--- src/rtl/i2cs_pkg.sv ---
package i2cs_pkg;
  localparam int unsigned REG_W = 8;
  localparam int unsigned B_EN   = 7;
  localparam int unsigned B_REL  = 6;
  localparam int unsigned B_WREL = 5;
  localparam int unsigned B_SPIE = 4;
  localparam int unsigned B_WTIM = 3;
  localparam int unsigned B_ACKE = 2;
  localparam int unsigned B_STT  = 1;
  localparam int unsigned B_SPT  = 0;

  typedef struct packed {
    logic master;
    logic ext;
    logic addr;
    logic tx;
    logic ack;
    logic start;
  } flags_t;

  localparam int unsigned FLAG_W = $bits(flags_t);
endpackage

--- src/rtl/i2cs_ctrl_reg.sv ---
module i2cs_ctrl_reg
  import i2cs_pkg::*;
(
  input  logic             clk,
  input  logic             rst,
  input  logic             wr,
  input  logic [REG_W-1:0] wdata,
  input  logic             start_taken,
  input  logic             stop_seen,
  output logic [REG_W-1:0] ctrl_q,
  output logic             rel_exec,
  output logic             wrel_exec
);
  localparam logic [REG_W-1:0] PLAIN_MASK =
    REG_W'((1 << B_EN) | (1 << B_SPIE) | (1 << B_WTIM) | (1 << B_ACKE));

  assign rel_exec  = wr & wdata[B_REL]  & ctrl_q[B_EN];
  assign wrel_exec = wr & wdata[B_WREL] & ctrl_q[B_EN];

  always_ff @(posedge clk) begin
    if (rst) begin
      ctrl_q <= '0;
    end else begin
      ctrl_q[B_REL]  <= rel_exec;
      ctrl_q[B_WREL] <= wrel_exec;
      if (wr) begin
        for (int i = 0; i < REG_W; i++) begin
          if (PLAIN_MASK[i]) ctrl_q[i] <= wdata[i];
        end
        ctrl_q[B_STT] <= wdata[B_STT] & ~rel_exec;
        ctrl_q[B_SPT] <= wdata[B_SPT] & ~rel_exec;
      end else begin
        if (start_taken) ctrl_q[B_STT] <= 1'b0;
        if (stop_seen)   ctrl_q[B_SPT] <= 1'b0;
      end
    end
  end
endmodule

--- src/rtl/i2cs_standby.sv ---
module i2cs_standby (
  input  logic clk,
  input  logic rst,
  input  logic en,
  input  logic rel_exec,
  input  logic det_start,
  input  logic det_stop,
  input  logic det_id,
  output logic standby,
  output logic armed
);
  always_ff @(posedge clk) begin
    if (rst || !en) begin
      standby <= 1'b0;
      armed   <= 1'b0;
    end else if (rel_exec) begin
      standby <= 1'b1;
      armed   <= 1'b0;
    end else if (standby) begin
      if (det_stop || (armed && det_id)) begin
        standby <= 1'b0;
        armed   <= 1'b0;
      end else if (det_start) begin
        armed <= 1'b1;
      end
    end
  end
endmodule

--- src/rtl/i2cs_status.sv ---
module i2cs_status
  import i2cs_pkg::*;
(
  input  logic   clk,
  input  logic   rst,
  input  logic   en,
  input  logic   rel_exec,
  input  logic   standby,
  input  logic   armed,
  input  logic   det_start,
  input  logic   det_stop,
  input  logic   det_addr,
  input  logic   det_ext,
  input  logic   det_ack,
  input  logic   det_tx,
  input  logic   stt_q,
  input  logic   stt_wr,
  input  logic   scl_in,
  input  logic   sda_in,
  output flags_t flags,
  output logic   busy,
  output logic   start_drop,
  output logic   scl_lvl,
  output logic   sda_lvl,
  output logic   start_taken
);
  logic live;
  logic id_ok;

  assign live        = ~standby;
  assign id_ok       = ~standby | armed;
  assign start_taken = en & live & det_start & ~det_stop & stt_q;

  always_ff @(posedge clk) begin
    if (rst || !en) begin
      flags      <= '0;
      busy       <= 1'b0;
      start_drop <= 1'b0;
      scl_lvl    <= 1'b0;
      sda_lvl    <= 1'b0;
    end else begin
      scl_lvl <= scl_in;
      sda_lvl <= sda_in;
      if (det_stop)       busy <= 1'b0;
      else if (det_start) busy <= 1'b1;
      if (rel_exec && stt_q) start_drop <= 1'b1;
      else if (stt_wr)       start_drop <= 1'b0;
      if (rel_exec || det_stop) begin
        flags <= '0;
      end else begin
        if (live && det_start)  flags.start  <= 1'b1;
        if (start_taken)        flags.master <= 1'b1;
        if (id_ok && det_addr)  flags.addr   <= 1'b1;
        if (id_ok && det_ext)   flags.ext    <= 1'b1;
        if (live && det_ack)    flags.ack    <= 1'b1;
        if (live && det_tx)     flags.tx     <= 1'b1;
      end
    end
  end
endmodule

--- src/rtl/i2c_bus_supervisor.sv ---
module i2c_bus_supervisor
  import i2cs_pkg::*;
(
  input  logic              clk,
  input  logic              rst,
  input  logic              reg_wr,
  input  logic [REG_W-1:0]  reg_wdata,
  output logic [REG_W-1:0]  reg_rdata,
  input  logic              det_start,
  input  logic              det_stop,
  input  logic              det_addr_hit,
  input  logic              det_ext_code,
  input  logic              det_ack,
  input  logic              det_tx,
  input  logic              scl_in,
  input  logic              sda_in,
  input  logic              eng_scl_drv,
  input  logic              eng_sda_drv,
  output logic              scl_oe,
  output logic              sda_oe,
  output logic              wait_release,
  output logic [FLAG_W-1:0] stat_flags,
  output logic              bus_busy,
  output logic              start_drop,
  output logic              scl_level,
  output logic              sda_level,
  output logic              standby
);
  logic [REG_W-1:0] ctrl_q;
  logic   rel_exec, wrel_exec, start_taken, armed, en, stt_wr;
  flags_t flags;

  assign en     = ctrl_q[B_EN];
  assign stt_wr = reg_wr & reg_wdata[B_STT] & ~rel_exec;

  i2cs_ctrl_reg u_ctrl (
    .clk(clk), .rst(rst), .wr(reg_wr), .wdata(reg_wdata),
    .start_taken(start_taken), .stop_seen(det_stop & en),
    .ctrl_q(ctrl_q), .rel_exec(rel_exec), .wrel_exec(wrel_exec)
  );

  i2cs_standby u_sby (
    .clk(clk), .rst(rst), .en(en), .rel_exec(rel_exec),
    .det_start(det_start), .det_stop(det_stop),
    .det_id(det_addr_hit | det_ext_code),
    .standby(standby), .armed(armed)
  );

  i2cs_status u_stat (
    .clk(clk), .rst(rst), .en(en), .rel_exec(rel_exec),
    .standby(standby), .armed(armed),
    .det_start(det_start), .det_stop(det_stop),
    .det_addr(det_addr_hit), .det_ext(det_ext_code),
    .det_ack(det_ack), .det_tx(det_tx),
    .stt_q(ctrl_q[B_STT]), .stt_wr(stt_wr),
    .scl_in(scl_in), .sda_in(sda_in),
    .flags(flags), .busy(bus_busy), .start_drop(start_drop),
    .scl_lvl(scl_level), .sda_lvl(sda_level), .start_taken(start_taken)
  );

  assign reg_rdata    = ctrl_q;
  assign stat_flags   = flags;
  assign wait_release = ctrl_q[B_WREL];
  assign scl_oe       = en & ~standby & eng_scl_drv;
  assign sda_oe       = en & ~standby & eng_sda_drv;
endmodule

--- config.mk ---
export PLATFORM = sky130hd
export DESIGN_NAME = i2c_bus_supervisor
export DESIGN_NICKNAME = d
export VERILOG_FILES = /design/src/rtl/i2cs_pkg.sv /design/src/rtl/i2cs_ctrl_reg.sv /design/src/rtl/i2cs_standby.sv /design/src/rtl/i2cs_status.sv /design/src/rtl/i2c_bus_supervisor.sv
export SDC_FILE = /design/constraint.sdc
export NUM_CORES = 1
export LEC_CHECK = 0
export BUFFER_PORTS_ARGS = -buffer_cell sky130_fd_sc_hd__buf_4
export CELL_PAD_IN_SITES_DETAIL_PLACEMENT = 1
export CELL_PAD_IN_SITES_GLOBAL_PLACEMENT = 1
export CORE_AREA = 2 2 60 51
export DETAILED_ROUTE_END_ITERATION = 6
export DIE_AREA = 0 0 62 53
export GPL_TIMING_DRIVEN = 0
export PLACE_DENSITY_LB_ADDON = 0.25
export SLEW_MARGIN = 20
export SYNTH_ARGS = -nofsm -noshare
export SYNTH_HDL_FRONTEND = slang
export SYNTH_SLANG_ARGS = --single-unit
--- constraint.sdc ---
create_clock -name clk -period 1.3 [get_ports clk]
set_input_delay 0 -clock clk [delete_from_list [all_inputs] [get_ports clk]]
set_output_delay 0 -clock clk [all_outputs]
set_load 0.02 [all_outputs]
**Word-level counts from Yosys, hierarchy flattened**

Cells that the tools add are included.

- Bits in registers: 20
- Logic and storage cells: 65
- Bits of input ports: 21
- Output and inout bits: 22

- Reductions and logical operators: 19
- Multiplexer cells: 10
- Bitwise logic cells: 20

Operator list:

| operator | count |
|---|---|
| $and 1x1->1 | 15 |
| $mux 1 | 9 |
| $reduce_bool 2->1 | 4 |
| $logic_and 1x1->1 | 7 |
| $reduce_or 2->1 | 3 |
| $logic_or 1x1->1 | 3 |
| $not 1->1 | 3 |
| $mux 2 | 1 |
| $or 1x1->1 | 2 |
| $reduce_and 2->1 | 1 |
| $logic_not 1->1 | 1 |

**Depth between registers and ports, before layout**

Gate-level depths: netlist of run 1.

- Depth in word-level cells: 7
- Gate-level depth with buffers: 4
- Mapped depth without buffers: 3

**Hierarchy**

Synthesis of run 1 repeated with hierarchy kept, for this count alone.

- Cell total of the unflattened synthesis: 79
- Area, all modules: 784.5 µm²

Modules (own cells, without submodules):

| module | area an instance (µm²) | cells an instance | times used | sequential area each (µm²) |
|---|---|---|---|---|
| i2cs_status | 345.3 | 36 | 1 | 200.2 |
| i2cs_ctrl_reg | 301.5 | 28 | 1 | 160.2 |
| i2cs_standby | 91.3 | 9 | 1 | 40.0 |
| i2c_bus_supervisor | 46.3 | 6 | 1 | 0.0 |

**Worst setup path after synthesis of run 1**

Ideal clock, no wire load.

- Kind: reg2reg
- Start point: reg u_sby.standby
- End point: reg, netlist name u_stat.flags[5]
- Library setup time: 0.115 ns
- Path buffers: 0
- Required time: 1.185 ns
- Period minus slack after synthesis: 1.006 ns
- Stages on the path, launching flop included: 4
- Path slack: 0.294 ns
- Arrival time: 0.891 ns
- Path through: dfxtp_1 -> nand4bb_1 -> nor2_1 -> o21ba_2

- Word-level cells in the longest chain between the ends: 5

Ends and longest elaborated chain:

| what | RTL line | text |
|---|---|---|
| start, declared | i2cs_standby.sv:9 | `output logic standby,` |
| start signal, assigned | i2cs_standby.sv:14 | `standby <= 1'b0;` |
| start signal, assigned | i2cs_standby.sv:17 | `standby <= 1'b1;` |
| start signal, assigned | i2cs_standby.sv:21 | `standby <= 1'b0;` |
| $not 1->1 | i2cs_status.sv:30 | `assign live = ~standby;` |
| $and 1x1->1 (4 in series) | i2cs_status.sv:32 | `assign start_taken = en & live & det_start & ~det_stop & stt_q;` |

Every way passes these cells.
A chain may end at the register's enable or synchronous reset.

**Final worst setup path of run 1**

- Start point: reg u_ctrl.ctrl_q[7]
- End point: reg, netlist name u_stat.flags[5]

- Word-level cells in the longest chain between the ends: 4
- Elaborated cells on any way between the ends: 9
- Those cells by class: bitwise: 5; reduce/logical: 4

Ends and longest elaborated chain:

| what | RTL line | text |
|---|---|---|
| start, declared | i2cs_ctrl_reg.sv:10 | `output logic [REG_W-1:0] ctrl_q,` |
| start signal, assigned by index | i2cs_ctrl_reg.sv:24 | `ctrl_q[B_REL] <= rel_exec;` |
| start signal, assigned by index | i2cs_ctrl_reg.sv:25 | `ctrl_q[B_WREL] <= wrel_exec;` |
| start signal, assigned by index | i2cs_ctrl_reg.sv:28 | `if (PLAIN_MASK[i]) ctrl_q[i] <= wdata[i];` |
| $and 1x1->1 (4 in series) | i2cs_status.sv:32 |  |

Parallel ways exist; a longest one is shown, timed or not.

==> results of run 1 <==
[logic make-up (layout without fill, tap and decap cells)]
logic type	Yosys count	count (layout)	share of synthesized area, %
buffers and inverters	6	67	4.57
multiplexers	4	4	5.23
flip-flops	20	20	52.3
AO/OA/AOI/OAI	14	14	10.6
AND/OR/NAND/NOR	36	36	27.3
[Yosys cell counts (all sizes together)]
cell and instances:
dfxtp 20, nor2 14, a21oi 10, nand2 5
buf 4, mux2i 4, nand3b 4, and3 3
and2 2, inv 2, nand3 2, a2bb2oi 1
and2b 1, nand2b 1, nand4bb 1, nor3 1
nor4bb 1, o21ai 1, o21ba 1, o31ai 1
or2b 1
[state kept, by name, summed over array words and instances (netlist names)]
| register | count |
|---|---|
| u_stat.scl_lvl | 1 |
| u_ctrl.ctrl_q | 8 |
| u_stat.sda_lvl | 1 |
| u_stat.busy | 1 |
| u_stat.start_drop | 1 |
| u_sby.armed | 1 |
| u_stat.flags | 6 |
| u_sby.standby | 1 |
[stage by stage]
stage,cell area (um^2),setup WS [ps],std cells,hold slack (ps),total power [W]
floorplan,766,294,80,69.1,0.000729
global placement,1130,158,160,220,0.000821
detailed placement,1130,160,160,226,0.000826
CTS,1310,59.9,179,35.6,0.00116
global route,1310,48.5,179,62.0,0.00119
finish,1310,131,179,44.0,0.00114
[worst max-delay path, cell delays in order (launching register included)]
cell	delay, ps
sky130_fd_sc_hd__dfxtp_1	490
sky130_fd_sc_hd__and2b_2	260
sky130_fd_sc_hd__nand3b_4	120
sky130_fd_sc_hd__o21ba_2	250
[final timing paths]
check	startpoint	endpoint	slack, ps	depth (start not counted)
worst max-delay path	u_ctrl.ctrl_q[7]$_SDFFE_PP0P_	u_stat.flags[5]$_SDFFE_PP0P_	130	3
worst min-delay path	reg_wdata[6]	u_ctrl.ctrl_q[0]$_SDFFE_PP0P_	40	4
worst max register to register	u_ctrl.ctrl_q[7]$_SDFFE_PP0P_	u_stat.flags[5]$_SDFFE_PP0P_	130	3
worst min register to register	u_stat.flags[2]$_SDFFE_PP0P_	u_stat.flags[2]$_SDFFE_PP0P_	490	2
[power by group through the flow]
stage | registers, W | logic (W) | clock network (W)
global route | 0.000643 | 0.000226 | 0.000324
floorplan | 0.000667 | 0.0000620 | 0
CTS | 0.000641 | 0.000210 | 0.000304
finish | 0.000641 | 0.000208 | 0.000289
global placement | 0.000654 | 0.000167 | 0
detailed placement | 0.000655 | 0.000171 | 0
[layer usage]
layer	vias to the layer above	routed length [um]	GRT usage [%]
li1	392	-	-
met1	379	888	15.7
met2	20	1200	26.7
met3	2	100	4.89
met4	0	17	4.26
met5	-	0	0
[repair_timing]
action	CTS	global route
resized for setup	0	1
setup endpoints to repair	0	1
endpoints found under the hold margin	15	0
hold buffers	16	0
[final cells by class]
class / instances / area, um^2
fillers: 301 / 1350
repair buffers: 58 / 475
inverters: 2 / 7.51
well taps: 38 / 47.5
multi-input cells: 54 / 330
clock buffers: 3 / 22.5
plain buffers: 4 / 27.5
flip-flops and latches: 20 / 402
==> results, run 1 <==
- The run finished with clean final reports.
- The number of nets in the synthesized netlist is 101.
- At the end of the flow, the number of nets in the layout was 164.
- Based on the critical path, the design can be clocked at up to 855 MHz.
- Measured along the y axis, the die boundary spans 53 um.
- For this block, the initial DRC count from the detailed router was 9.
- The clock arrives with 0.972 ps of skew.
- The worst setup path is launched from a register.
- TritonCTS built the clock tree.
- The via density per instance is 4.43.
- Setup repair after global routing left no endpoint under its margin.
- The switching part of the total power is 24.4%.
- The wire length reported by the detailed router is 2.21 mm.
- After detailed routing, the average wire length per cell comes to 12.3 um.
- Counting along the longest clock path gives a buffer depth of 2.
- The root buffer cell chosen for the clock tree is sky130_fd_sc_hd__clkbuf_4.
- The synthesis-to-finish area growth is 71.4%.
- CTS built an H-tree with a depth of 1.
- The last weighted congestion value of the routability-driven placer is 0.766.
- The source-to-sink clock delay at the later pin of the worst-skew pair is 300 ps.
- The internal power of the cells is 0.000860 W.
- The chip width is 62 um.
- The first TritonRoute pass finished after 3 iterations.
- Of the synthesized area, sequential elements account for 52.3%.
- At the worst endpoint, the arrival time is 1420 ps.
- The gate count after technology mapping is 80.
- The share of the synthesized area in the top cell type is 52.3%.
- Global routing consumed, over all layers together, 14.7% of the routing resources.
- STA classifies the critical path endpoint as a register.
- The final hold violation count is 0.
- The global-route wire length before repair is 3.53 mm.
- In this run the worst path has a maximum fanout of 9.
- Entering global routing, the biggest net connects 11 pins.
- The core box area is 0.00266 mm^2.
- The HPWL after detailed placement is 1.60 mm.
- In the finished design, the share of the clock period the worst path needs comes to 89.9%.
- After synthesis, the cell types taking the most area are sky130_fd_sc_hd__dfxtp_1 52%, sky130_fd_sc_hd__nor2_1 6.9%, sky130_fd_sc_hd__a21oi_1 6.5%, sky130_fd_sc_hd__mux2i_1 5.2%, sky130_fd_sc_hd__buf_4 2.9%.
- Cells fill 49.4% of the core in the end.
- The number of max-cap violations is 0.
- The via count of the first global-routing pass was 800.
- The number of setup violations in the final report is 0.
- For this design the top-level I/O count stands at 43.
- The number of buffers inserted by port buffering is 42.
- Leaving out fill and tap cells, the most frequent cell in the layout is sky130_fd_sc_hd__buf_4.
- Adding up every negative setup slack in the final design gives 0 ps.
- The switching power of the nets is 0.000278 W.
- The power density of the placed cells is 867 mW/mm^2.
- The final number of max-transition violations came to 0.
- The detail route stage leaves a number of antenna-violating nets equal to 0.
- Synthesis inferred 20 register bits.
- The tightest slew margin relative to the limit is 81.5%.
- The initial antenna violation count is 0.
- The total DRC errors in the routed layout is 0.
- The die area is 0.00329 mm^2.
- The distinct cell type count after synthesis is 24.
- The largest area contributor in the netlist is sky130_fd_sc_hd__dfxtp_1.
- The synthesized netlist occupies a cell area of 766 um^2.
- The initial core utilization is 28.8%.
- The cell row count is 17.
- The number of setup buffers added after CTS is 0.
- The total leakage power is 0.608 nW.
- Clock-pin slew was measured on the worst setup and hold paths at 100 ps.
- The CTS buffer count is 3.
- In this run the worst hold path is classified as in2reg.
- The share of total power dissipated in the clock network is 25.4%.
- The TritonCTS sink count is 20.
- The total congestion overflow after global routing is 0.
- The number of warnings printed during yosys synthesis is 0.
- For the worst setup path, the data required time is 1550 ps.
- The count of inserted antenna diode cells is 0.
- The category of the critical setup timing path is reg2reg.
- In the layout the commonest cells are 45 x sky130_fd_sc_hd__buf_4, 19 x sky130_fd_sc_hd__dfxtp_1, 16 x sky130_fd_sc_hd__dlygate4sd3_1.
- Of the cells placed in the final design, the portion with a size suffix greater than 1 is 40.4%.
- The post-layout minimum cycle time is 1170 ps.
- The peak supply drop is 0.000502 V.
- The proportion of power drawn by combinational gates is 18.3%.
- For the pin with the worst max-slew slack, the measured transition is 277 ps.
- The relative contribution of sequential cells to total power is 56.3%.
- The mean post-synth cell area is 9.57 um^2.
- Across all layers, the routed design uses 793 vias.
(Power assumes the default switching activity.)
==> inputs of run 2 (changes only) <==
- CORE_AREA: 2 2 60 51 -> 2 2 63 53
- DIE_AREA: 0 0 62 53 -> 0 0 65 55
- clock period: 1.3 -> 0.98 ns (I/O delays scaled with it)
==> results, run 2 (synthesized netlist as in run 1, its figures left out) <==
- The half-perimeter wire length after detailed placement is 1.63 mm.
- For this run, the detailed router's first-pass iteration total came to 4.
- The core box area is 0.00295 mm^2.
- The instance count on the critical path is 3.
- The flow ran to the end, but the final reports show violations.
- The total global-route track usage is 14.3%.
- The post-route fraction of the period consumed by the critical path is 102%.
- The count of buffers added on input and output ports is 42.
- The mean routed wirelength per cell is 13.1 um.
- In the final layout, the registers with the most flip-flops are u_ctrl.ctrl_q (8), u_stat.flags (6).
- The first global-routing pass estimated 3.77 mm of wire.
- In the layout the commonest cells are 45 x sky130_fd_sc_hd__buf_4, 18 x sky130_fd_sc_hd__dfxtp_1, 14 x sky130_fd_sc_hd__nor2_1.
- Sequential cells burn 50.6% of the power.
- The filler cells instantiated in the layout total 341.
- The cell type of the slowest stage on the worst timing path is sky130_fd_sc_hd__dfxtp_4.
- Measured against its own limit, the worst slew margin works out to 84.6%.
- The via count of the first global-routing pass was 833.
- The final number of max-transition violations is 0.
- The count of nets left with antenna violations once routing finished came out at 0.
- The final reports fail on setup timing.
- Walking the worst path, the cells encountered are and2b_2, nand3b_4, o21ba_4.
- The total buffers and inverters traversed by the critical path is 0.
- The power share of the clock group is 32.6%.
- The final layout contains routed wiring with a total length of 2.36 mm.
- The internal power of the cells is 0.00127 W.
- With fillers left out, the area of the finished cells amounts to 0.00136 mm^2.
- The last weighted congestion value of the routability-driven placer is 0.698.
- After floorplanning, the core was divided into 18 placement rows.
- The actual slew at the worst max-slew pin is 228 ps.
- Data on the critical path is required at its endpoint by 1190 ps.
- Setup repair after global routing could not meet its margin everywhere.
- The worst slack on hold paths is 17.6 ps.
- The switching power of the nets is 0.000404 W.
- The flip-flop count of the largest register after layout is 8.
- The peak supply drop is 0.000756 V.
- The critical path capture point type is a register.
- The delay of the slowest cell on the worst path is 390 ps.
- The source-to-sink clock delay at the later pin of the worst-skew pair is 260 ps.
- The switching part of the total power is 24.1%.
- Combinational logic burns 16.7% of the power.
- The tree is rooted in a sky130_fd_sc_hd__clkbuf_8.
- In this run, CTS created clock tree buffers numbering 3.
- The post-placement cell count is 162.
- Once placement finished, the instance area stood at 0.00113 mm^2.
- The min-delay analysis places its worst path in the category in2reg.
- The total DRC errors in the routed layout is 0.
- Across all setup checks in the final design, the least slack found is -22.6 ps.
- STA classifies the critical path startpoint as a register.
- The category of the critical setup timing path is reg2reg.
- Max-cap violations in this run came to 0.
- The most common cell after layout, fill and taps aside is sky130_fd_sc_hd__buf_4.
- For the finished layout, the period the worst path requires is 1000 ps.
- The initial antenna violation count came to 0.
- The total overflow left after global routing is 0.
- The final hold violation count was 0.
- The final setup skew is 2.47 ps.
- In this run the deepest clock path goes through 2 buffers.
- Excluding fillers, the count of instances in the completed layout stands at 180.
- After clock tree synthesis, the clock-pin slew on the worst setup and hold paths is 70 ps.
- The detailed-route via count is 794.
- The power density of the placed cells is 1230 mW/mm^2.
- The maximum clock frequency is 997 MHz.
- The die area is 0.00358 mm^2.
- Among cell families on the critical path, the largest total delay comes from flip-flops.
- The starting DRC count in detailed routing is 20.
- 0 antenna diodes ended up in the layout.
- The synthesis-to-finish area growth is 77.8%.
- TritonCTS built the clock tree.
- The die extent in y is 55 um.
- The total leakage power is 0.620 nW.
- The die is 65 um wide.
- The net count of the finished layout is 163.
- 43 I/O pins were placed.
- The count of cells along the worst register-to-register path is 3.
- CTS built an H-tree with a depth of 1.
- Setup violations remaining at the end of the flow were counted as 1.
- The TritonCTS sink count is 20.
- The data arrival time of the critical path is 1220 ps.
- The largest driver fanout on the critical path is 8.
- The register ranked first by flip-flop count is u_ctrl.ctrl_q.
- Entering global routing, the biggest net connects 11 pins.
- The initial utilization of the core area, before any placement, comes to 26.0%.
- Once layout is complete, the utilization of the core stands at 46.1%.
- The number of cells on the worst hold path is 3.
- The via density per instance is 4.41.
- In the final layout, the share of cells above drive strength 1 is 46.4%.
run 2: routing by layer:
metal / vias to the layer above / GRT usage [%] / part of all wire (%)
li1: 391 / - / -
met1: 376 / 15.8 / 42
met2: 23 / 25.8 / 50
met5: - / 0 / 0
met3: 4 / 4.45 / 5.8
met4: 0 / 6.38 / 1.5
run 2: cell type report:
cell class | instances | area [um^2] | area share (%)
Timing Repair Buffer | 57 | 468 | 34.4
Sequential cell | 20 | 408 | 30.0
Multi-Input combinational cell | 54 | 357 | 26.2
Tap cell | 40 | 50.0 | 3.68
Clock buffer | 3 | 41.3 | 3.03
Buffer | 4 | 27.5 | 2.02
Inverter | 2 | 10.0 | 0.735
run 2: through the flow:
stage	worst slack, ps	setup TNS (ps)	total power (W)
floorplan	1.56	0	0.000968
global placement	-177	-617	0.00109
detailed placement	-187	-905	0.00110
CTS	-37.4	-67.8	0.00168
global route	-87.8	-291	0.00175
finish	-22.6	-22.6	0.00167
run 2: tightest hold or removal path, stage by stage:
cell	delay, ps
sky130_fd_sc_hd__buf_4	110
sky130_fd_sc_hd__nand3_1	70
sky130_fd_sc_hd__a21oi_1	60
run 2: worst paths after layout:
check | slack [ps] | from | to
worst max register to register | -20 | u_ctrl.ctrl_q[7]$_SDFFE_PP0P_ | u_stat.flags[5]$_SDFFE_PP0P_
worst min register to register | 480 | u_stat.flags[0]$_SDFFE_PP0P_ | u_stat.flags[0]$_SDFFE_PP0P_
worst max-delay path | -20 | u_ctrl.ctrl_q[7]$_SDFFE_PP0P_ | u_stat.flags[5]$_SDFFE_PP0P_
worst min-delay path | 20 | reg_wdata[0] | u_ctrl.ctrl_q[0]$_SDFFE_PP0P_
run 2: repair_timing:
| item | CTS | global route |
|---|---|---|
| setup endpoints to repair | 18 | 10 |
| cloned | 0 | 0 |
| buffers inserted | 2 | 0 |
| hold buffers | 12 | 1 |
| pin swaps | 0 | 1 |
| resized for setup | 8 | 4 |
| hold endpoints to repair | 13 | 1 |
run 2: power by group through the flow:
stage | combinational (W) | clock (W) | sequential [W]
finish | 0.000280 | 0.000545 | 0.000847
detailed placement | 0.000226 | 0 | 0.000870
CTS | 0.000274 | 0.000565 | 0.000846
global route | 0.000305 | 0.000593 | 0.000850
floorplan | 0.0000823 | 0 | 0.000885
global placement | 0.000222 | 0 | 0.000868
==> inputs of run 3 (changes only) <==
- BUFFER_PORTS_ARGS: -buffer_cell sky130_fd_sc_hd__buf_4 -> unset
- CORE_AREA: 2 2 63 53 -> 2 2 54 46
- DIE_AREA: 0 0 65 55 -> 0 0 56 48
- DONT_BUFFER_PORTS: unset -> 1
==> results, run 3 (synthesized netlist as in run 1, its figures left out) <==
- The flow ran to the end, but the final reports show violations.
- The checks that failed: setup timing.
- The flip-flop count of the largest register after layout is 8.
- In this run, CTS created clock tree buffers numbering 3.
- The internal power of the cells is 0.00108 W.
- The class of the most critical hold timing path is in2reg.
- The critical path capture point is u_stat.flags[5]$_SDFFE_PP0P_.
- The number of H-tree levels is 1.
- The clock slew seen by the registers of the worst setup and hold paths is 100 ps.
- The via count of the first global-routing pass is 654.
- Across all setup checks in the final design, the least slack found is -37.3 ps.
- At the pin with the least slew margin, the transition time is 324 ps.
- The post-route fraction of the period consumed by the critical path is 104%.
- The layout has 244 filler cells.
- The die area is 0.00269 mm^2.
- The required time of the worst setup path is 1230 ps.
- By startpoint and endpoint, the worst setup path is classified as reg2reg.
- The initial antenna violation count came to 0.
- The clock net in this run drives a total of 20 sinks.
- Using the TritonRoute via totals, the vias-per-cell ratio works out to 5.22.
- The final number of max-transition violations came to 0.
- For this run, the total global-route usage over all layers was measured as 16.9%.
- The switching part of the total power is 24.6%.
- The core box area is 0.00210 mm^2.
- The half-perimeter wire length after detailed placement is 1.33 mm.
- In the final layout, the registers with the most flip-flops are u_ctrl.ctrl_q (8), u_stat.flags (6).
- The register ranked first by flip-flop count is u_ctrl.ctrl_q.
- Data on the critical path arrives at its endpoint at 1270 ps.
- Clock latency on the worst-skew pair, taken at its later pin, is 300 ps.
- Setup total negative slack on the finished layout was measured at -75.6 ps.
- The maximum clock frequency is 983 MHz.
- The setup check on the worst reg-to-reg path leaves a slack of -40 ps.
- Prior to clock tree synthesis, the placed netlist has a worst setup slack of -205 ps.
- The cell row count is 15.
- Counting instances, the worst hold path has a depth of 3.
- In this run the power spent charging and discharging nets is 0.000352 W.
- In this run, the clock network consumes 26.4% of the power.
- The post-layout minimum cycle time is 1020 ps.
- The largest net degree at the start of global routing is 11.
- The largest driver fanout on the critical path is 7.
- The capture point of the worst reg-to-reg path is u_stat.flags[5]$_SDFFE_PP0P_.
- The post-route total power is 0.00143 W.
- In this run the tightest slew margin relative to its limit is 78.4%.
- The number of setup violations in the final report is 3.
- The startpoint kind of the worst setup timing path is a register.
- After detailed routing, the number of remaining DRC violations is 0.
- The startpoint of the worst setup timing path is u_ctrl.ctrl_q[7]$_SDFFE_PP0P_.
- The share of the core filled with cells in the final layout is 50.9%.
- The wire length reported by the detailed router is 2.07 mm.
- The net count of the finished layout is 126.
- Relative to the synthesized area, the layout overhead comes to 39.7%.
- The worst register-to-register path has a depth of 3.
- In the layout the commonest cells are 18 x sky130_fd_sc_hd__dlygate4sd3_1, 16 x sky130_fd_sc_hd__dfxtp_1, 13 x sky130_fd_sc_hd__nor2_1.
- Port buffering added 0 buffers.
- The clock tree from TritonCTS is done.
- The launching point of the worst reg2reg path is u_ctrl.ctrl_q[7]$_SDFFE_PP0P_.
- The number of top-level pins is 43.
- The final hold violation count is 0.
- The first global-routing pass estimated 3.27 mm of wire.
- The detailed-route via count is 668.
- The proportion of power drawn by combinational gates is 12.8%.
- For this block, the initial DRC count from the detailed router was 10.
- The worst-case IR drop observed on VDD is 0.000961 V.
- The congestion estimate from routability-driven global placement came to 0.733.
- For this run the aggregate overflow at the end of global routing stands at 0.
- The pre-antenna-repair detailed-routing pass consisted of 4 iterations.
- Across the routed clock network, the largest skew measured is 3.31 ps.
- The critical path capture point type is a register.
- The count of inserted antenna diode cells is 0.
- The master cell of the clock root buffer is sky130_fd_sc_hd__clkbuf_4.
- The total leakage power is 0.415 nW.
- The library cell used most frequently in the layout, excluding fill and tap cells, is sky130_fd_sc_hd__dlygate4sd3_1.
- In the final routed layout, each cell accounts on average for 16.2 um.
- The post-route netlist has 25.2% of its cells at a drive strength greater than 1.
- Counting along the longest clock path gives a buffer depth of 2.
- The number of max-cap violations is 0.
- In this run the horizontal extent of the chip is 56 um.
- Power spread over the standard cell area amounts to 1330 mW/mm^2.
- In this run the vertical extent of the chip is 48 um.
- The initial core utilization is 36.4%.
- Setup repair after global routing could not meet its margin everywhere.
- The detail route stage leaves a number of antenna-violating nets equal to 0.
- Sequential cells account for 60.8% of the total power.
run 3: cell count changes in the layout (fill, tap and decap cells not counted), moves of 2 or more:
cell,change
sky130_fd_sc_hd__and3_1,-2
sky130_fd_sc_hd__and3_4,+2
sky130_fd_sc_hd__buf_4,-41
sky130_fd_sc_hd__clkbuf_4,+3
sky130_fd_sc_hd__clkbuf_8,-3
sky130_fd_sc_hd__dfxtp_1,-2
sky130_fd_sc_hd__dfxtp_2,+2
sky130_fd_sc_hd__dlygate4sd3_1,+5
run 3: layout make-up:
cell class	count	area [um^2]	share of cell area, %
well taps	25	31.3	2.92
clock buffers	3	22.5	2.11
flip-flops and latches	20	410	38.4
inverters	2	10.0	0.936
plain buffers	4	31.3	2.92
multi-input cells	54	369	34.5
repair buffers	20	195	18.2
run 3: power groups by stage:
| stage | clock [W] | combinational, W | sequential, W |
|---|---|---|---|
| after global placement | 0 | 0.0000911 | 0.000891 |
| after floorplan | 0 | 0.0000823 | 0.000885 |
| after detailed placement | 0 | 0.0000941 | 0.000891 |
| final | 0.000376 | 0.000183 | 0.000868 |
| after global routing | 0.000442 | 0.000200 | 0.000872 |
| after CTS | 0.000402 | 0.000176 | 0.000868 |
run 3: per-stage QoR:
step	hold slack (ps)	instances	area (um^2)
detailed placement	73.2	105	798
global route	22.5	128	1070
floorplan	69.1	80	767
finish	47.0	128	1070
CTS	1.18	128	1050
global placement	70.8	105	798
run 3: worst min-delay path by stage:
stage	from	slack, ps	end
6_report	det_start	50	u_sby.armed$_SDFFE_PP0P_
5_1_grt	det_start	20	u_sby.armed$_SDFFE_PP0P_
4_1_cts	det_start	1	u_sby.armed$_SDFFE_PP0P_
3_5_place_dp	rst	70	u_ctrl.ctrl_q[1]$_SDFFE_PP0P_
3_3_place_gp	rst	70	u_ctrl.ctrl_q[1]$_SDFFE_PP0P_
2_1_floorplan	rst	70	u_ctrl.ctrl_q[0]$_SDFFE_PP0P_
run 3: layer usage:
layer | wire, um | GRT usage [%]
met3 | 143 | 7.30
met5 | 0 | 0
met1 | 837 | 19.3
met2 | 1080 | 30.1
met4 | 14 | 4.29
run 3: worst max-delay path: stages (launching register included):
cell and delay, ps:
sky130_fd_sc_hd__dfxtp_4 390, sky130_fd_sc_hd__and2b_2 220, sky130_fd_sc_hd__nand3b_4 120, sky130_fd_sc_hd__o21ba_4 230
run 3: repair_timing:
item | CTS | global route
gates cloned | 0 | 0
hold buffers | 18 | 0
endpoints found under the setup margin | 17 | 11
setup buffers | 2 | 0
gates resized for setup | 12 | 5
endpoints found under the hold margin | 19 | 0
pin swaps | 1 | 2
